## config.mk

```make
export PLATFORM = sky130hd
export DESIGN_NAME = shrot_unit
export DESIGN_NICKNAME = d
export VERILOG_FILES = /design/src/rtl/shrot_pkg.sv /design/src/rtl/shrot_datapath.sv /design/src/rtl/shrot_flag_gen.sv /design/src/rtl/shrot_unit.sv
export SDC_FILE = /design/constraint.sdc
export NUM_CORES = 1
export LEC_CHECK = 0
export BUFFER_PORTS_ARGS = -buffer_cell sky130_fd_sc_hd__buf_2
export CORE_MARGIN = 1
export CORE_UTILIZATION = 51
export CTS_CLUSTER_SIZE = 28
export DETAILED_ROUTE_END_ITERATION = 7
export HOLD_SLACK_MARGIN = 0.05
export PLACE_DENSITY = 0.89
export SLEW_MARGIN = 20
export SYNTH_ARGS = -nofsm -noshare
export SYNTH_HDL_FRONTEND = slang
export SYNTH_SLANG_ARGS = --single-unit
```

## constraint.sdc

```tcl
create_clock -name clk_i -period 0.8 [get_ports clk_i]
set_input_delay 0.04 -clock clk_i [delete_from_list [all_inputs] [get_ports clk_i]]
set_output_delay 0.04 -clock clk_i [all_outputs]
set_load 0.01 [all_outputs]
```

## src/rtl/shrot_pkg.sv

```systemverilog
package shrot_pkg;
  typedef enum logic [2:0] {
    OP_SHL  = 3'd0,
    OP_SHR  = 3'd1,
    OP_ROTL = 3'd2,
    OP_ROTR = 3'd3,
    OP_SAR  = 3'd4,
    OP_SWAP = 3'd5,
    OP_RSV6 = 3'd6,
    OP_RSV7 = 3'd7
  } shrot_op_e;

  typedef struct packed {
    logic z;
    logic c;
    logic n;
    logic v;
    logic s;
  } shrot_flags_t;
endpackage

```

## src/rtl/shrot_datapath.sv

```systemverilog
module shrot_datapath
  import shrot_pkg::*;
#(
  parameter int unsigned WIDTH = 8
) (
  input  shrot_op_e        op_i,
  input  logic [WIDTH-1:0] operand_i,
  input  logic             carry_i,
  output logic [WIDTH-1:0] result_o,
  output logic             carry_o,
  output logic             flag_op_o
);
  localparam int unsigned HALF = WIDTH / 2;

  logic [WIDTH-1:0] swapped;

  // swap halves
  for (genvar i = 0; i < HALF; i++) begin : g_swap
    assign swapped[i]      = operand_i[i+HALF];
    assign swapped[i+HALF] = operand_i[i];
  end

  always_comb begin
    result_o  = operand_i;
    carry_o   = 1'b0;
    flag_op_o = 1'b1;
    unique case (op_i)
      OP_SHL: begin
        result_o = {operand_i[WIDTH-2:0], 1'b0};
        carry_o  = operand_i[WIDTH-1];
      end
      OP_SHR: begin
        result_o = {1'b0, operand_i[WIDTH-1:1]};
        carry_o  = operand_i[0];
      end
      OP_ROTL: begin
        result_o = {operand_i[WIDTH-2:0], carry_i};
        carry_o  = operand_i[WIDTH-1];
      end
      OP_ROTR: begin
        result_o = {carry_i, operand_i[WIDTH-1:1]};
        carry_o  = operand_i[0];
      end
      OP_SAR: begin
        result_o = {operand_i[WIDTH-1], operand_i[WIDTH-1:1]};
        carry_o  = operand_i[0];
      end
      OP_SWAP: begin
        result_o  = swapped;
        flag_op_o = 1'b0;
      end
      default: flag_op_o = 1'b0;
    endcase
  end
endmodule

```

## src/rtl/shrot_flag_gen.sv

```systemverilog
module shrot_flag_gen
  import shrot_pkg::*;
#(
  parameter int unsigned WIDTH = 8
) (
  input  logic [WIDTH-1:0] result_i,
  input  logic             carry_i,
  input  logic             flag_op_i,
  output shrot_flags_t     flags_o,
  output shrot_flags_t     we_o
);
  logic neg, ovf;

  assign neg = result_i[WIDTH-1];
  assign ovf = neg ^ carry_i;

  always_comb begin
    flags_o = '0;
    we_o    = '0;
    if (flag_op_i) begin
      flags_o.z = (result_i == '0);
      flags_o.c = carry_i;
      flags_o.n = neg;
      flags_o.v = ovf;
      flags_o.s = neg ^ ovf;
      we_o      = '1;
    end
  end
endmodule

```

## src/rtl/shrot_unit.sv

```systemverilog
module shrot_unit
  import shrot_pkg::*;
#(
  parameter int unsigned WIDTH = 8
) (
  input  logic             clk_i,
  input  logic             rst_ni,
  input  logic [2:0]       op_i,
  input  logic [WIDTH-1:0] operand_i,
  input  logic             carry_i,
  output logic [WIDTH-1:0] result_o,
  output logic             z_o,
  output logic             c_o,
  output logic             n_o,
  output logic             v_o,
  output logic             s_o,
  output logic             z_we_o,
  output logic             c_we_o,
  output logic             n_we_o,
  output logic             v_we_o,
  output logic             s_we_o
);
  logic [WIDTH-1:0] res_d, res_q;
  logic             cy_d, flag_op;
  shrot_flags_t     flg_d, flg_q, we_d, we_q;

  shrot_datapath #(.WIDTH(WIDTH)) u_dp (
    .op_i      (shrot_op_e'(op_i)),
    .operand_i (operand_i),
    .carry_i   (carry_i),
    .result_o  (res_d),
    .carry_o   (cy_d),
    .flag_op_o (flag_op)
  );

  shrot_flag_gen #(.WIDTH(WIDTH)) u_flg (
    .result_i  (res_d),
    .carry_i   (cy_d),
    .flag_op_i (flag_op),
    .flags_o   (flg_d),
    .we_o      (we_d)
  );

  always_ff @(posedge clk_i or negedge rst_ni) begin
    if (!rst_ni) begin
      res_q <= '0;
      flg_q <= '0;
      we_q  <= '0;
    end else begin
      res_q <= res_d;
      flg_q <= flg_d;
      we_q  <= we_d;
    end
  end

  assign result_o = res_q;
  assign z_o      = flg_q.z;
  assign c_o      = flg_q.c;
  assign n_o      = flg_q.n;
  assign v_o      = flg_q.v;
  assign s_o      = flg_q.s;
  assign z_we_o   = we_q.z;
  assign c_we_o   = we_q.c;
  assign n_we_o   = we_q.n;
  assign v_we_o   = we_q.v;
  assign s_we_o   = we_q.s;
endmodule

```

==> out/results.ini, run 1 <==
[status]
stage_where_the_flow_stopped = global routing (5_1_grt)
first_error = [ERROR DPL-0038] Utilization greater than 100%, impossible to legalize
run_status = aborted with a tool error

[floorplanning]
fp.dieW_um = 43.4
floorplan.initialDensity_pct = 56.1
rows = 14
die_height_um = 43.4
top_level_ports = 32

[synthesis]
synth_flop_cell = sky130_fd_sc_hd__dfrtp_1
post_synth_inst_count = 89
synthTopCellsByArea = sky130_fd_sc_hd__dfrtp_1, sky130_fd_sc_hd__o21a_1, sky130_fd_sc_hd__nor3b_2, sky130_fd_sc_hd__buf_6, sky130_fd_sc_hd__o32ai_1
syn-cell-area_um2 = 875
synth-warning-count = 0
syn_nets = 103
synth_edf_count = 0
synth_seq_cells = 14
synth_cell_type_count = 29
async_flop_share_pct = 100
synth.largest_area_cell = sky130_fd_sc_hd__dfrtp_1
proportion_of_netlist_area_held_by_the_largest_area_contributor_pct = 40.1
post_synth.cell_area_avg_um2 = 9.83
seq_area_frac_synth_pct = 40.1

[sta]
worst_endpoint_kind = sequential cell input
grt_repair_worst_endpoint = z_o$_DFF_PN0_/D

[clock_tree]
htreeDepth = 1
clk_path_buf_depth = 2
cts_made_buffers = 3
clock_sink_count = 14
ctsRootBufferMaster = sky130_fd_sc_hd__clkbuf_4

[global_routing]
grt_start_max_net_pins = 16

[place]
pre_cts_ws_ns = -0.725
placed_cells_incl_taps = 155
hpwl_mm = 1.79
port_buffers = 31
gp_congestion = 0.922

synth_stat cells, types with 3 or more instances:
master,count
sky130_fd_sc_hd__a21oi_1,4
sky130_fd_sc_hd__buf_4,4
sky130_fd_sc_hd__buf_6,4
sky130_fd_sc_hd__dfrtp_1,14
sky130_fd_sc_hd__nand2_1,3
sky130_fd_sc_hd__nor2_1,8
sky130_fd_sc_hd__nor2b_1,4
sky130_fd_sc_hd__nor3b_1,4
sky130_fd_sc_hd__nor3b_2,4
sky130_fd_sc_hd__o21a_1,7
sky130_fd_sc_hd__o21ai_0,6
sky130_fd_sc_hd__o22ai_1,3
sky130_fd_sc_hd__o32ai_1,5
kinds of logic after synthesis:
family / Yosys count / share of synthesized area [%]
simple gates: 29 / 21.5
mux: 1 / 1.14
buf+inv: 11 / 10.2
flops: 14 / 40.1
compound gates: 34 / 27.2
per-stage QoR:
stage | area [um2] | TNS [ns]
after floorplan | 923 | -1.05
after global placement | 1220 | -4.04
after detailed placement | 1220 | -4.62
after CTS | 1470 | -0.868
repair_timing:
action                                  4_1_cts
hold buffers                                  1
resized for setup                            31
endpoints found under the hold margin        14
buffers inserted                              7
endpoints found under the setup margin       19
cloned                                        1
pin swaps                                    12
==> inputs of run 2 (changes only) <==
- CORE_AREA: default -> 2 2 63 65
- CORE_MARGIN: 1 -> default
- CORE_UTILIZATION: 51 -> default
- CTS_CLUSTER_SIZE: 28 -> default
- DIE_AREA: default -> 0 0 65 67
- HOLD_SLACK_MARGIN: 0.05 -> default
- PLACE_DENSITY: 0.89 -> default
- PLACE_DENSITY_LB_ADDON: default -> 0.15
==> out/results.ini, run 2 <==
[floorplanning]
rows = 22  ; was 14
floorplan.initialDensity_pct = 24.3  ; was 56.1%
fp.dieW_um = 65  ; was 43.4 um
floorplan.die_area_um2 = 4360
placeableCoreArea_um2 = 3610
top_level_ports = 32  ; unchanged
die_height_um = 67  ; was 43.4 um

[setup_path]
worst-path-buf-inv = 1
cpLargestDelayFamily = simple AND/OR/NAND/NOR gates
crit_slowest_cell = sky130_fd_sc_hd__or4_1
timing.critical_path.arrival_ns = 1.30
timing.critical_path.from = operand_i[2]
worstPathRequired_ns = 0.97
worstSetupEndpoint = z_o
worstPathMaxFanout = 4
setup.worst_path.end_class = flip-flop
timing.critical_path.cells = buf_8 > nor3b_4 > o32ai_2 > or4_1 > o21ai_1 > and3_1
crit_path_start_kind = input port
critical-path-max-stage-delay_ns = 0.52
critical_path_class = input port to flip-flop
cp_num_cells = 6

[clock_tree]
clk_path_buf_depth = 2  ; unchanged
path_clk_slew_ns = 0.05
cts_made_buffers = 3  ; unchanged
ctsRootBufferMaster = sky130_fd_sc_hd__clkbuf_8  ; was sky130_fd_sc_hd__clkbuf_4
cts_tree = built
htreeDepth = 1  ; unchanged
clock_sink_count = 14  ; unchanged

[final_layout]
antennaDiodeCount = 0
final_design_area_no_fill_um2 = 1690
final_net_count = 173
final_common_cell = sky130_fd_sc_hd__buf_4
non_filler_instance_count_after_layout = 205
flip_flop_count_of_the_largest_register_all_copies_and_words_added = 8
drive_gt1_share_pct = 70.1
layout.cells.most_common_list = sky130_fd_sc_hd__buf_4, sky130_fd_sc_hd__buf_2, sky130_fd_sc_hd__dfrtp_1
relative_area_change_from_synthesis_to_final_layout_pct = 93.3
layout.core_utilization_pct = 46.9

[power_and_ir_drop]
share_comb_of_total_power_pct = 38.3
p_sw_share_pct = 26.9
power_mw = 2.13
power_frac_clock_pct = 24.7
peak_supply_drop_mv = 0.430
internal-power_mw = 1.56
p_sw_mw = 0.571
seq_power_share_pct = 37.0
leakage_nw = 0.754
power_density_nw_per_um2 = 1260

[sta]
slew_violations = 0
fin_ws_ns = -0.329
hold_slack_ns = 0.145
grt_setup_unrepaired = true
count_of_final_hold_check_violations = 0
setup-tns-final_ns = -0.473
finalSetupViolCount = 8
timing.max_slew.rel_slack_pct = 78.8
min_period_over_period_pct = 141
finalWorstPathRequiredPeriod_ns = 1.13
clock.fmax_mhz = 886
timing_worst_slew_pin_value_ns = 0.319

[synthesis]
synth_cell_type_count = 29  ; unchanged
synthTopCellsByArea = sky130_fd_sc_hd__dfrtp_1, sky130_fd_sc_hd__o21a_1, sky130_fd_sc_hd__nor3b_2, sky130_fd_sc_hd__buf_6, sky130_fd_sc_hd__o32ai_1  ; unchanged
synth.top_cells.by_count = sky130_fd_sc_hd__dfrtp_1, sky130_fd_sc_hd__nor2_1, sky130_fd_sc_hd__o21a_1  ; unchanged
syn-cell-area_um2 = 875  ; unchanged
synth.largest_area_cell = sky130_fd_sc_hd__dfrtp_1  ; unchanged
post_synth.cell_area_avg_um2 = 9.83  ; unchanged
async_flop_share_pct = 100  ; unchanged
post_synth_inst_count = 89  ; unchanged
syn_nets = 103  ; unchanged
yosys.cell_count.top_type = sky130_fd_sc_hd__dfrtp_1  ; unchanged
synth_edf_count = 0  ; unchanged
proportion_of_netlist_area_held_by_the_largest_area_contributor_pct = 40.1  ; unchanged
synth_flop_cell = sky130_fd_sc_hd__dfrtp_1  ; unchanged
synth-warning-count = 0  ; unchanged
seq_area_frac_synth_pct = 40.1  ; unchanged
synth_seq_cells = 14  ; unchanged

[worst_hold_path]
min-delay-start = operand_i[2]
hp-class = input port to flip-flop

[global_routing]
grt_pass1_vias = 959
grt_start_max_net_pins = 18
grtUsageTotal_pct = 13.6
first_pass_grt_wire_length_mm = 4.51
antenna_found_initial = 0
globalRouteOverflowTotal = 0

[drt]
wl_per_instance_um = 12.8
final_antenna_net_count = 0
first_pass_iters = 4
num_vias = 948
routed_wl_mm = 2.63
route.detailed.drc = 0
drt_iter0_markers = 24
drt-vias-per-instance = 4.62

[place]
port_buffers = 31  ; unchanged
hpwl_mm = 1.88  ; was 1.79 mm
postPlaceCellArea_um2 = 1300  ; was 1220 um2
pre_cts_ws_ns = -0.711  ; was -0.725 ns
gp_congestion = 0.802  ; was 0.922
placed_cells_incl_taps = 192  ; was 155

[status]
failing_checks = setup timing
run_status = finished with violations  ; was aborted with a tool error

[job]
total_of_max_cap_violations = 0

run 2: cell counts after synthesis:
Identical to the previous run, type by type.
run 2: worst min-delay path by stage:
stage	slack (ns)	cells past startpoint	to
final	0.15	3	result_o[2]
after global routing	0.16	3	result_o[2]
after CTS	0.14	3	result_o[2]
after detailed placement	-0.06	1	result_o[5]
after global placement	-0.06	1	result_o[5]
after floorplan	-0.26	0	c_o
run 2: cell families (layout without fill, tap and decap cells):
| group | after synthesis | in the layout | share of synthesized area, % |
|---|---|---|---|
| buffers and inverters | 11 | 79 | 10.2 |
| AND/OR/NAND/NOR | 29 | 29 | 21.5 |
| multiplexers | 1 | 1 | 1.14 |
| flip-flops | 14 | 14 | 40.1 |
| AO/OA/AOI/OAI | 34 | 34 | 27.2 |
run 2: final cells by class:
type | instances | area, um2
timing repair buffer | 75 | 621
tap | 48 | 60.1
multi-input combinational | 64 | 614
inverter | 1 | 3.75
clock buffer | 3 | 41.3
sequential | 14 | 350
fill | 345 | 1920
run 2: repair_timing:
| item | 4_1_cts | 5_1_grt |
|---|---|---|
| resized for setup | 43 | 13 |
| endpoints found under the setup margin | 18 | 15 |
| hold endpoints to repair | 14 | 0 |
| hold buffers | 1 | 0 |
| gates cloned | 2 | 0 |
| buffers inserted | 6 | 3 |
| pin swaps | 13 | 3 |
run 2: routing by layer:
layer	routed length [um]	vias to the layer above	track usage, %
li1	-	464	-
met2	1310	25	23.8
met4	29	0	5.85
met5	0	-	0
met3	93	2	0.845
met1	1200	457	17.4
run 2: worst min-delay path, stage by stage:
cell and delay [ns]:
sky130_fd_sc_hd__buf_8 0.09, sky130_fd_sc_hd__buf_4 0.11, sky130_fd_sc_hd__o21a_1 0.11
run 2: power by group through the flow:
| stage | Clock, mW | Sequential, mW | Combinational (mW) |
|---|---|---|---|
| global placement | 0 | 0.797 | 0.614 |
| detailed placement | 0 | 0.799 | 0.612 |
| finish | 0.525 | 0.786 | 0.814 |
| CTS | 0.551 | 0.787 | 0.771 |
| global route | 0.586 | 0.795 | 0.882 |
| floorplan | 0 | 0.838 | 0.272 |
No activity file was read; power rests on OpenSTA's default activity.
